**config.mk**
```make
export PLATFORM = sky130hd
export DESIGN_NAME = chroma_key_tagger
export DESIGN_NICKNAME = d
export VERILOG_FILES = /design/src/rtl/ck_pkg.sv /design/src/rtl/ck_regs.sv /design/src/rtl/ck_field.sv /design/src/rtl/ck_key.sv /design/src/rtl/chroma_key_tagger.sv
export SDC_FILE = /design/constraint.sdc
export NUM_CORES = 1
export LEC_CHECK = 0
export CAP_MARGIN = 30
export CORE_MARGIN = 2
export CORE_UTILIZATION = 50
export CTS_BUF_LIST = sky130_fd_sc_hd__clkbuf_8
export CTS_CLUSTER_DIAMETER = 50
export DETAILED_ROUTE_END_ITERATION = 10
export GPL_ROUTABILITY_DRIVEN = 0
export GPL_TIMING_DRIVEN = 0
export PLACE_DENSITY = 0.81
export SLEW_MARGIN = 10
export SYNTH_ARGS = -nofsm -noshare
export SYNTH_HDL_FRONTEND = slang
export SYNTH_HIERARCHICAL = 1
export SYNTH_SLANG_ARGS = --single-unit
export TNS_END_PERCENT = 30
```
**constraint.sdc**
```tcl
create_clock -name clk -period 6.3 [get_ports clk]
set_input_delay 1.26 -clock clk [delete_from_list [all_inputs] [get_ports clk]]
set_output_delay 1.26 -clock clk [all_outputs]
set_load 0.01 [all_outputs]
```
**src/rtl/ck_pkg.sv**
```systemverilog
package ck_pkg;
  localparam int NPL = 3;
  localparam logic [3:0] A_STATUS = 4'h0;
  localparam logic [3:0] A_COMMIT = 4'h1;
  localparam logic [3:0] A_MALPHA = 4'h2;
  localparam logic [3:0] A_UALPHA = 4'h3;
  localparam logic [3:0] A_HI0    = 4'h4;
  localparam logic [3:0] A_LO0    = 4'h7;
  localparam logic [3:0] A_REP0   = 4'hA;
  localparam logic [3:0] A_CMASK  = 4'hD;
  localparam logic [3:0] A_RMASK  = 4'hE;
  localparam logic [3:0] A_HEIGHT = 4'hF;
endpackage

```
**src/rtl/ck_regs.sv**
```systemverilog
module ck_regs
  import ck_pkg::*;
#(
  parameter int PW     = 16,
  parameter int AW     = 16,
  parameter int LW     = 16,
  parameter int ADDR_W = 5,
  parameter int DW     = 32
) (
  input  logic              clk,
  input  logic              rst_n,
  input  logic              wr_en,
  input  logic [ADDR_W-1:0] wr_addr,
  input  logic [DW-1:0]     wr_data,
  input  logic [ADDR_W-1:0] rd_addr,
  output logic [DW-1:0]     rd_data,
  input  logic              apply,
  input  logic              busy,
  output logic              pending,
  output logic              commit_req,
  output logic [LW-1:0]     height,
  output logic [PW-1:0]     eff_hi  [NPL],
  output logic [PW-1:0]     eff_lo  [NPL],
  output logic [PW-1:0]     eff_rep [NPL],
  output logic [NPL-1:0]    eff_cmask,
  output logic [NPL-1:0]    eff_rmask,
  output logic [AW-1:0]     eff_ma,
  output logic [AW-1:0]     eff_ua
);
  logic [PW-1:0]  sh_hi [NPL], sh_lo [NPL], sh_rep [NPL];
  logic [PW-1:0]  ac_hi [NPL], ac_lo [NPL], ac_rep [NPL];
  logic [NPL-1:0] sh_cmask, sh_rmask, ac_cmask, ac_rmask;
  logic [AW-1:0]  sh_ma, sh_ua, ac_ma, ac_ua;

  logic [3:0] wa;
  logic       we_ma, we_ua, we_cm, we_rm, we_ht, we_commit, we_set;
  logic [NPL-1:0] we_hi, we_lo, we_rep;
  logic       pending_n, commit_n;
  logic       unused_wr;

  assign wa        = wr_addr[3:0];
  assign unused_wr = ^{wr_data, wr_addr, rd_addr};

  always_comb begin
    we_ma     = wr_en && (wa == A_MALPHA);
    we_ua     = wr_en && (wa == A_UALPHA);
    we_cm     = wr_en && (wa == A_CMASK);
    we_rm     = wr_en && (wa == A_RMASK);
    we_ht     = wr_en && (wa == A_HEIGHT);
    we_commit = wr_en && (wa == A_COMMIT);
    for (int i = 0; i < NPL; i++) begin
      we_hi[i]  = wr_en && (wa == 4'(A_HI0 + i));
      we_lo[i]  = wr_en && (wa == 4'(A_LO0 + i));
      we_rep[i] = wr_en && (wa == 4'(A_REP0 + i));
    end
    we_set = we_ma | we_ua | we_cm | we_rm | (|we_hi) | (|we_lo) | (|we_rep);
  end

  always_comb begin
    pending_n = pending;
    if (apply)  pending_n = 1'b0;
    if (we_set) pending_n = 1'b1;
    commit_n = commit_req;
    if (apply)     commit_n = 1'b0;
    if (we_commit) commit_n = 1'b1;
  end

  always_ff @(posedge clk or negedge rst_n) begin
    if (!rst_n) begin
      pending    <= 1'b0;
      commit_req <= 1'b0;
      height     <= '0;
    end else begin
      pending    <= pending_n;
      commit_req <= commit_n;
      if (we_ht) height <= wr_data[LW-1:0];
    end
  end

  always_ff @(posedge clk or negedge rst_n) begin
    if (!rst_n) begin
      sh_ma <= '0; sh_ua <= '0; sh_cmask <= '0; sh_rmask <= '0;
      for (int i = 0; i < NPL; i++) begin
        sh_hi[i] <= '0; sh_lo[i] <= '0; sh_rep[i] <= '0;
      end
    end else begin
      if (we_ma) sh_ma    <= wr_data[AW-1:0];
      if (we_ua) sh_ua    <= wr_data[AW-1:0];
      if (we_cm) sh_cmask <= wr_data[NPL-1:0];
      if (we_rm) sh_rmask <= wr_data[NPL-1:0];
      for (int i = 0; i < NPL; i++) begin
        if (we_hi[i])  sh_hi[i]  <= wr_data[PW-1:0];
        if (we_lo[i])  sh_lo[i]  <= wr_data[PW-1:0];
        if (we_rep[i]) sh_rep[i] <= wr_data[PW-1:0];
      end
    end
  end

  always_ff @(posedge clk or negedge rst_n) begin
    if (!rst_n) begin
      ac_ma <= '0; ac_ua <= '0; ac_cmask <= '0; ac_rmask <= '0;
      for (int i = 0; i < NPL; i++) begin
        ac_hi[i] <= '0; ac_lo[i] <= '0; ac_rep[i] <= '0;
      end
    end else if (apply) begin
      ac_ma <= sh_ma; ac_ua <= sh_ua; ac_cmask <= sh_cmask; ac_rmask <= sh_rmask;
      for (int i = 0; i < NPL; i++) begin
        ac_hi[i] <= sh_hi[i]; ac_lo[i] <= sh_lo[i]; ac_rep[i] <= sh_rep[i];
      end
    end
  end

  // Settings seen by the datapath: the beat that triggers a transfer already uses the new copy.
  always_comb begin
    eff_ma    = apply ? sh_ma    : ac_ma;
    eff_ua    = apply ? sh_ua    : ac_ua;
    eff_cmask = apply ? sh_cmask : ac_cmask;
    eff_rmask = apply ? sh_rmask : ac_rmask;
    for (int i = 0; i < NPL; i++) begin
      eff_hi[i]  = apply ? sh_hi[i]  : ac_hi[i];
      eff_lo[i]  = apply ? sh_lo[i]  : ac_lo[i];
      eff_rep[i] = apply ? sh_rep[i] : ac_rep[i];
    end
  end

  logic       rd_act;
  logic [3:0] ra;
  assign rd_act = rd_addr[4];
  assign ra     = rd_addr[3:0];

  always_comb begin
    rd_data = '0;
    case (ra)
      A_STATUS: rd_data = DW'({pending, busy});
      A_MALPHA: rd_data = DW'(rd_act ? ac_ma : sh_ma);
      A_UALPHA: rd_data = DW'(rd_act ? ac_ua : sh_ua);
      A_CMASK:  rd_data = DW'(rd_act ? ac_cmask : sh_cmask);
      A_RMASK:  rd_data = DW'(rd_act ? ac_rmask : sh_rmask);
      A_HEIGHT: rd_data = DW'(height);
      default:  rd_data = '0;
    endcase
    for (int i = 0; i < NPL; i++) begin
      if (ra == 4'(A_HI0 + i))  rd_data = DW'(rd_act ? ac_hi[i]  : sh_hi[i]);
      if (ra == 4'(A_LO0 + i))  rd_data = DW'(rd_act ? ac_lo[i]  : sh_lo[i]);
      if (ra == 4'(A_REP0 + i)) rd_data = DW'(rd_act ? ac_rep[i] : sh_rep[i]);
    end
  end
endmodule

```
**src/rtl/ck_field.sv**
```systemverilog
module ck_field #(
  parameter int LW = 16
) (
  input  logic          clk,
  input  logic          rst_n,
  input  logic          accept,
  input  logic          sof,
  input  logic          eol,
  input  logic [LW-1:0] height,
  output logic          busy
);
  logic [LW-1:0] line_cnt, line_n, base;
  logic          busy_n, live;
  logic [LW:0]   done_lines;

  always_comb begin
    base       = (accept && sof) ? '0 : line_cnt;
    live       = busy || (accept && sof);
    done_lines = {1'b0, base} + 1'b1;
    busy_n     = busy;
    line_n     = line_cnt;
    if (accept && eol && live) begin
      if (done_lines >= {1'b0, height}) begin
        busy_n = 1'b0;
        line_n = '0;
      end else begin
        busy_n = 1'b1;
        line_n = done_lines[LW-1:0];
      end
    end else if (accept && sof) begin
      busy_n = 1'b1;
      line_n = '0;
    end
  end

  always_ff @(posedge clk or negedge rst_n) begin
    if (!rst_n) begin
      busy     <= 1'b0;
      line_cnt <= '0;
    end else begin
      busy     <= busy_n;
      line_cnt <= line_n;
    end
  end
endmodule

```
**src/rtl/ck_key.sv**
```systemverilog
module ck_key
  import ck_pkg::*;
#(
  parameter int            PW          = 16,
  parameter int            AW          = 16,
  parameter bit            CONST_ALPHA = 1'b0,
  parameter logic [AW-1:0] CONST_TAG   = '0
) (
  input  logic [NPL*PW-1:0]    pix,
  input  logic [PW-1:0]        hi  [NPL],
  input  logic [PW-1:0]        lo  [NPL],
  input  logic [PW-1:0]        rep [NPL],
  input  logic [NPL-1:0]       cmask,
  input  logic [NPL-1:0]       rmask,
  input  logic [AW-1:0]        ma,
  input  logic [AW-1:0]        ua,
  output logic [NPL*PW+AW-1:0] res
);
  generate
    if (CONST_ALPHA) begin : g_const
      logic [NPL:0] unused_cfg;
      for (genvar i = 0; i < NPL; i++) begin : g_drop
        assign unused_cfg[i] = ^{hi[i], lo[i], rep[i]};
      end
      assign unused_cfg[NPL] = ^{cmask, rmask, ma, ua};
      assign res = {pix, CONST_TAG};
    end else begin : g_key
      logic [NPL-1:0]    in_rng;
      logic [NPL*PW-1:0] outp;
      logic              hit;
      for (genvar i = 0; i < NPL; i++) begin : g_pl
        localparam int MSB = NPL*PW - 1 - i*PW;
        logic [PW-1:0] v;
        assign v = pix[MSB -: PW];
        assign in_rng[i] = (v >= lo[i]) && (v <= hi[i]);
        assign outp[MSB -: PW] = (hit && rmask[i]) ? rep[i] : v;
      end
      assign hit = &(in_rng | ~cmask);
      assign res = {outp, hit ? ma : ua};
    end
  endgenerate
endmodule

```
**src/rtl/chroma_key_tagger.sv**
```systemverilog
module chroma_key_tagger
  import ck_pkg::*;
#(
  parameter int            PW          = 16,
  parameter int            ALPHA_W     = 16,
  parameter int            LW          = 16,
  parameter int            ADDR_W      = 5,
  parameter int            DW          = 32,
  parameter bit            CONST_ALPHA = 1'b0,
  parameter logic [ALPHA_W-1:0] CONST_TAG = '0
) (
  input  logic                      clk,
  input  logic                      rst_n,
  input  logic                      in_valid,
  output logic                      in_ready,
  input  logic [NPL*PW-1:0]         in_data,
  input  logic                      in_sof,
  input  logic                      in_eol,
  output logic                      out_valid,
  input  logic                      out_ready,
  output logic [NPL*PW+ALPHA_W-1:0] out_data,
  output logic                      out_sof,
  output logic                      out_eol,
  input  logic                      wr_en,
  input  logic [ADDR_W-1:0]         wr_addr,
  input  logic [DW-1:0]             wr_data,
  input  logic [ADDR_W-1:0]         rd_addr,
  output logic [DW-1:0]             rd_data
);
  localparam int OUT_W = NPL*PW + ALPHA_W;

  logic accept, busy, pending, commit_req, apply;
  logic [LW-1:0]      height;
  logic [PW-1:0]      e_hi [NPL], e_lo [NPL], e_rep [NPL];
  logic [NPL-1:0]     e_cm, e_rm;
  logic [ALPHA_W-1:0] e_ma, e_ua;
  logic [OUT_W-1:0]   keyed;

  assign in_ready = !out_valid || out_ready;
  assign accept   = in_valid && in_ready;
  assign apply    = commit_req && (!busy || (accept && in_sof));

  ck_regs #(.PW(PW), .AW(ALPHA_W), .LW(LW), .ADDR_W(ADDR_W), .DW(DW)) u_regs (
    .clk(clk), .rst_n(rst_n), .wr_en(wr_en), .wr_addr(wr_addr), .wr_data(wr_data),
    .rd_addr(rd_addr), .rd_data(rd_data), .apply(apply), .busy(busy),
    .pending(pending), .commit_req(commit_req), .height(height),
    .eff_hi(e_hi), .eff_lo(e_lo), .eff_rep(e_rep), .eff_cmask(e_cm),
    .eff_rmask(e_rm), .eff_ma(e_ma), .eff_ua(e_ua)
  );

  ck_field #(.LW(LW)) u_field (
    .clk(clk), .rst_n(rst_n), .accept(accept), .sof(in_sof), .eol(in_eol),
    .height(height), .busy(busy)
  );

  ck_key #(.PW(PW), .AW(ALPHA_W), .CONST_ALPHA(CONST_ALPHA), .CONST_TAG(CONST_TAG)) u_key (
    .pix(in_data), .hi(e_hi), .lo(e_lo), .rep(e_rep), .cmask(e_cm), .rmask(e_rm),
    .ma(e_ma), .ua(e_ua), .res(keyed)
  );

  logic             ov_n, sof_n, eol_n;
  logic [OUT_W-1:0] od_n;

  always_comb begin
    ov_n  = out_valid;
    od_n  = out_data;
    sof_n = out_sof;
    eol_n = out_eol;
    if (in_ready) begin
      ov_n  = in_valid;
      od_n  = keyed;
      sof_n = in_sof;
      eol_n = in_eol;
    end
  end

  always_ff @(posedge clk or negedge rst_n) begin
    if (!rst_n) begin
      out_valid <= 1'b0;
      out_data  <= '0;
      out_sof   <= 1'b0;
      out_eol   <= 1'b0;
    end else begin
      out_valid <= ov_n;
      out_data  <= od_n;
      out_sof   <= sof_n;
      out_eol   <= eol_n;
    end
  end
endmodule

```
; After elaboration in Yosys (flattened, before gate mapping)
; Cells that the tools add are included.
[word_totals]
wordCells = 168
mem_bits_ro = 0
output_inout_bits = 100
latch_bits = 0
regBits = 466
memories = 0
ram_bits = 0
[op_classes]
div_mod_pow = 0
magnitude_cmp = 7
bitwise = 8
n_addsub = 1
mux = 49
n_mul = 0
shifts = 0
reduce_logical = 39
n_eq_ne = 29
[ops]
columns = cell, n
row1 = 16-bit two-way mux, 29
row2 = 32-bit two-way mux, 9
row3 = 32-bit one-hot mux with 6 select lines, 1
row4 = 4-bit == test (second input constant), 16
row5 = 16-bit greater-or-equal comparator, 3
row6 = 16-bit <= comparator, 3
row7 = 4-bit by 3-bit == test with 1-bit output (second input constant), 8
row8 = 1-bit logical AND, 26
row9 = 16-bit by 1-bit adder with 17-bit output (second input constant), 1
row10 = 17-bit by 16-bit greater-or-equal comparator with 1-bit output, 1
row11 = 4-bit by 2-bit == test with 1-bit output (second input constant), 4
row12 = 3-bit two-way mux, 4
row13 = 3-bit OR reduction, 3
row14 = 1-bit two-way mux, 6
row15 = 1-bit bitwise OR, 6
row16 = 2-bit nonzero test, 3
row17 = 4-bit by 1-bit == test with 1-bit output (second input constant), 1
row18 = 4-bit zero test, 1
row19 = 1-bit logical OR, 3
row20 = 3-bit NOT, 1
row21 = 3-bit bitwise OR, 1
row22 = 3-bit AND reduction, 1
row23 = 1-bit zero test, 2

; Depth between registers and ports, before layout
[logic_depth]
depth_word = 13
mapped_depth = 20
mapped_depth_nobuf = 17

; Modules after synthesis
; The synthesis kept the hierarchy.
[by_module_without_submodules]
columns = mod, area_each_um2, cells_each, instances, seq_area_each_um2
row1 = ck_regs, 18103.6, 1339, 1, 9559.2
row2 = ck_key, 3335.7, 410, 1, 0.0
row3 = chroma_key_tagger, 2861.5, 146, 1, 1676.6
row4 = ck_field, 1478.9, 172, 1, 425.4

; Worst setup path before layout
; OpenSTA, ideal clock, no wires.
[synth_path]
path_type = input to register
startpoint = input out_ready
endpoint = register out_data[53]
stages = 19
setup_time_ns = 0.125
arrival_ns = 5.335
n_path_buf = 5
path_slack_ns = 0.840
required_time_ns = 6.175
path_cell_list = nand2b_4 -> buf_12 -> buf_8 -> nand3_1 -> a21boi_0 -> clkbuf_1 -> clkbuf_1 -> mux2_2 -> inv_1 -> ha_1 -> nand4_2 -> or4_1 -> nand2_1 -> a31oi_1 -> a311oi_2 -> nand3_2 -> buf_6 -> mux2_4 -> mux2_4
[synth_rtl]
columns = item, line
row1 = "start, declared", chroma_key_tagger.sv:20  ; input logic out_ready,
row2 = "end signal, assigned", chroma_key_tagger.sv:85  ; out_data <= od_n;
row3 = "end, declared", chroma_key_tagger.sv:21  ; output logic [NPL*PW+ALPHA_W-1:0] out_data,

==> metrics.txt <==
Core Area 51100 um^2; CP Data Required Time 6830 ps; via count 18700; async set-reset flop share out of synthesis 1.00; starting density of the core 0.505; Worst Setup End Kind register; Fmax 161 MHz; Tot GR Track Use 0.297; post-synthesis sequential area ratio 0.452; # fillers 4003; Slew HR 0.262; CP Max Fanout 10; Area after DPL 28500 um^2; max-cap viol count 0; cts hold-fix bufs 0; drt drc 0; NumNets Final 2551; fin crit share 0.986; top cell type's share of synthesized area 0.452; cell area after synthesis 25800 um^2; top-level I/O count 197; Clock Skews 30.8 ps; Hold Path Sink out_data[41]; drt first pass iters 7; IO Port Bufs 162; Placed Cells 2931; r2r setup slk 790 ps; Hold Crit Start out_data[41]; dominant cells by area after synthesis dfrtp_1, mux2_2, mux2_4; R2R cell count 19; grt ovf 0; Die H 231 um; cell taking the most area after synthesis dfrtp_1; Die Area 53400 um^2; initial antenna violation count 3; Hold Crit Depth 1; Chip Width 231 um; initial DRC count 2143; Avg Vias per Cell 6.07; final setup violation count 0; post-synthesis to final-layout area growth 17.5%; Cell Rows 83; CTS tree built; CTS clk-pin slew, worst paths 60 ps; RSZ-0062 raised after global routing yes; H-tree depth 3; hold crit path type reg -> reg; Post-synth EDFFs 0; LEAKAGE 13.9 nW; layout cells sized above 1 0.343; critical path arrival 6740 ps; CTS Root Cell clkbuf_8; total CTS buffers 82; final non-filler cell total 3081; Worst-Margin Slew 1110 ps; vias in the first global route 19300; cell area after layout 30300 um^2; DR WL/cell 25.5 um; Final Hold Vio Count 0; Final ANT Viol Nets 0; worst r2r src out_valid; global-route wire length before repair 118 mm; Setup CP Type in -> reg; Syn Inst Count 2067; syn_area_per_cell 12.5 um^2; max-slew violation count 0; status finished, final reports clean; post-DP HPWL 58.7 mm; Peak VDD IR 0.000261 V; maximum clock insertion buffer count 3; Yosys warnings 6; crit path launch type primary input; r2r endpoint out_data[25]; latest clock arrival within the worst-skew pair 660 ps; pwr/cell area 426 nW/um^2; Synth Register Bits 466; largest net degree at the start of global routing 101; Synth Flop Type dfrtp_1; DRT Wirelength 78.6 mm; fin crit period 6210 ps; Yosys cell types 80; TritonCTS sink count 466
-- state kept, by name, summed over array words and instances, names as in the netlist, 16 cells and up --
register / cells
u_regs/sh_ua: 16
u_field/line_cnt: 16
u_regs/ac_hi: 48
u_regs/ac_lo: 48
u_regs/height: 16
u_regs/sh_hi: 48
u_regs/sh_ma: 16
u_regs/ac_ua: 16
u_regs/sh_rep: 48
u_regs/ac_ma: 16
u_regs/ac_rep: 48
u_regs/sh_lo: 48
out_data: 64
-- metrics by stage --
stage	total power [mW]	setup slack (ps)	util	setup TNS, ps	hold slack, ps
floorplan	7.96	840	-	0	487
global placement	9.60	-15800	0.554	-7389790	496
detailed placement	9.83	-1260	0.557	-71480	496
CTS	12.9	89.8	0.592	0	513
global route	13.6	-54.8	0.593	-973	523
finish	12.9	88.3	0.593	0	508
-- final cells by class --
class                      instances  area, um^2  area share
tap                              680         851      0.0281
clock buffer                     109        1500      0.0495
buffer                           140         866      0.0286
timing repair buffer             175        1830      0.0605
antenna                            1        2.50   0.0000826
inverter                         114         428      0.0141
sequential                       466       11700       0.385
clock inverter                    34         243     0.00801
multi-input combinational       1362       12900       0.426
-- worst max-delay path by stage --
| stage | start | to | slack [ps] | cells past startpoint |
|---|---|---|---|---|
| 2_1_floorplan | out_ready | out_data[53] | 840 | 19 |
| 3_3_place_gp | rst_n | out_data[56] | -15800 | 1 |
| 3_5_place_dp | out_ready | out_data[61] | -1260 | 20 |
| 4_1_cts | out_ready | out_data[61] | 90 | 21 |
| 5_1_grt | out_ready | out_data[38] | -50 | 20 |
| 6_report | out_ready | out_data[25] | 90 | 20 |
-- per-layer routing --
metal / wire length (um) / global-route usage / part of all wire / up-vias
met2: 35400 / 0.458 / 0.45 / 1023
met1: 31300 / 0.383 / 0.40 / 9386
met3: 7920 / 0.0846 / 0.10 / 232
met5: 0 / 0 / 0 / -
met4: 4040 / 0.145 / 0.051 / 0
li1: - / - / - / 8067
-- worst max-delay path, cell delays in order --
cell,delay [ps]
clkdlybuf4s50_1,450
nand2b_4,120
buf_12,190
buf_8,180
nand3_1,220
a21boi_1,350
buf_1,550
clkbuf_2,450
mux2_2,400
inv_1,60
ha_1,230
a21o_1,180
nand3_1,70
a21oi_1,70
nor4b_1,600
a211oi_4,230
nand3_2,310
buf_6,240
mux2_4,320
mux2_4,260
-- what timing repair did --
| action | in CTS | in global routing |
|---|---|---|
| pin swaps | 1 | 0 |
| endpoints found under the setup margin | 64 | 63 |
| gates resized for setup | 13 | 6 |
| setup buffers | 1 | 0 |
-- cell families after synthesis --
family / after synthesis / synth area share
AOI/OAI and AO/OA: 289 / 0.0728
muxes: 693 / 0.314
xor gates and xnor gates: 11 / 0.00374
and+or+nand+nor: 240 / 0.0530
adders and majority gates: 113 / 0.0548
other: 1 / 0.000145
DFF: 466 / 0.452
buffers and inverters: 254 / 0.0496
-- synthesized netlist by cell type, drive strengths merged, types with 10 or more instances --
cell type	count
dfrtp	466
a22o	19
ha	113
nand2	55
nand3	17
a31oi	14
nor3	23
clkbuf	48
nand2b	14
buf	92
a21o	10
a21oi	74
nand4	19
o22ai	20
inv	114
nor2	48
mux2	570
o21ai	74
a22oi	13
mux2i	117
-- power breakdown --
part	total, mW	internal [mW]	switching, mW
registers	4.71	4.06	0.655
clock network	2.96	1.70	1.26
logic	5.24	2.72	2.52
total	12.9	8.47	4.43
-- placed cells by master (no fill, tap or decap), types with 10 or more instances in the layout --
cell / n
buf_2: 51
nand4_1: 17
o22ai_1: 20
mux2_4: 96
a22o_1: 19
clkbuf_1: 37
o21ai_1: 11
buf_4: 22
clkbuf_8: 109
ha_1: 113
a21o_1: 10
dfrtp_1: 466
nor3_1: 22
buf_6: 11
nand2b_1: 13
a31oi_1: 14
conb_1: 16
clkdlybuf4s50_1: 161
inv_1: 138
a22oi_1: 13
nand2_1: 54
o21ai_0: 63
a21oi_1: 74
mux2i_1: 117
nor2_1: 47
mux2_2: 473
nand3_1: 14
Note: power is estimated with default switching activity, not from simulation.
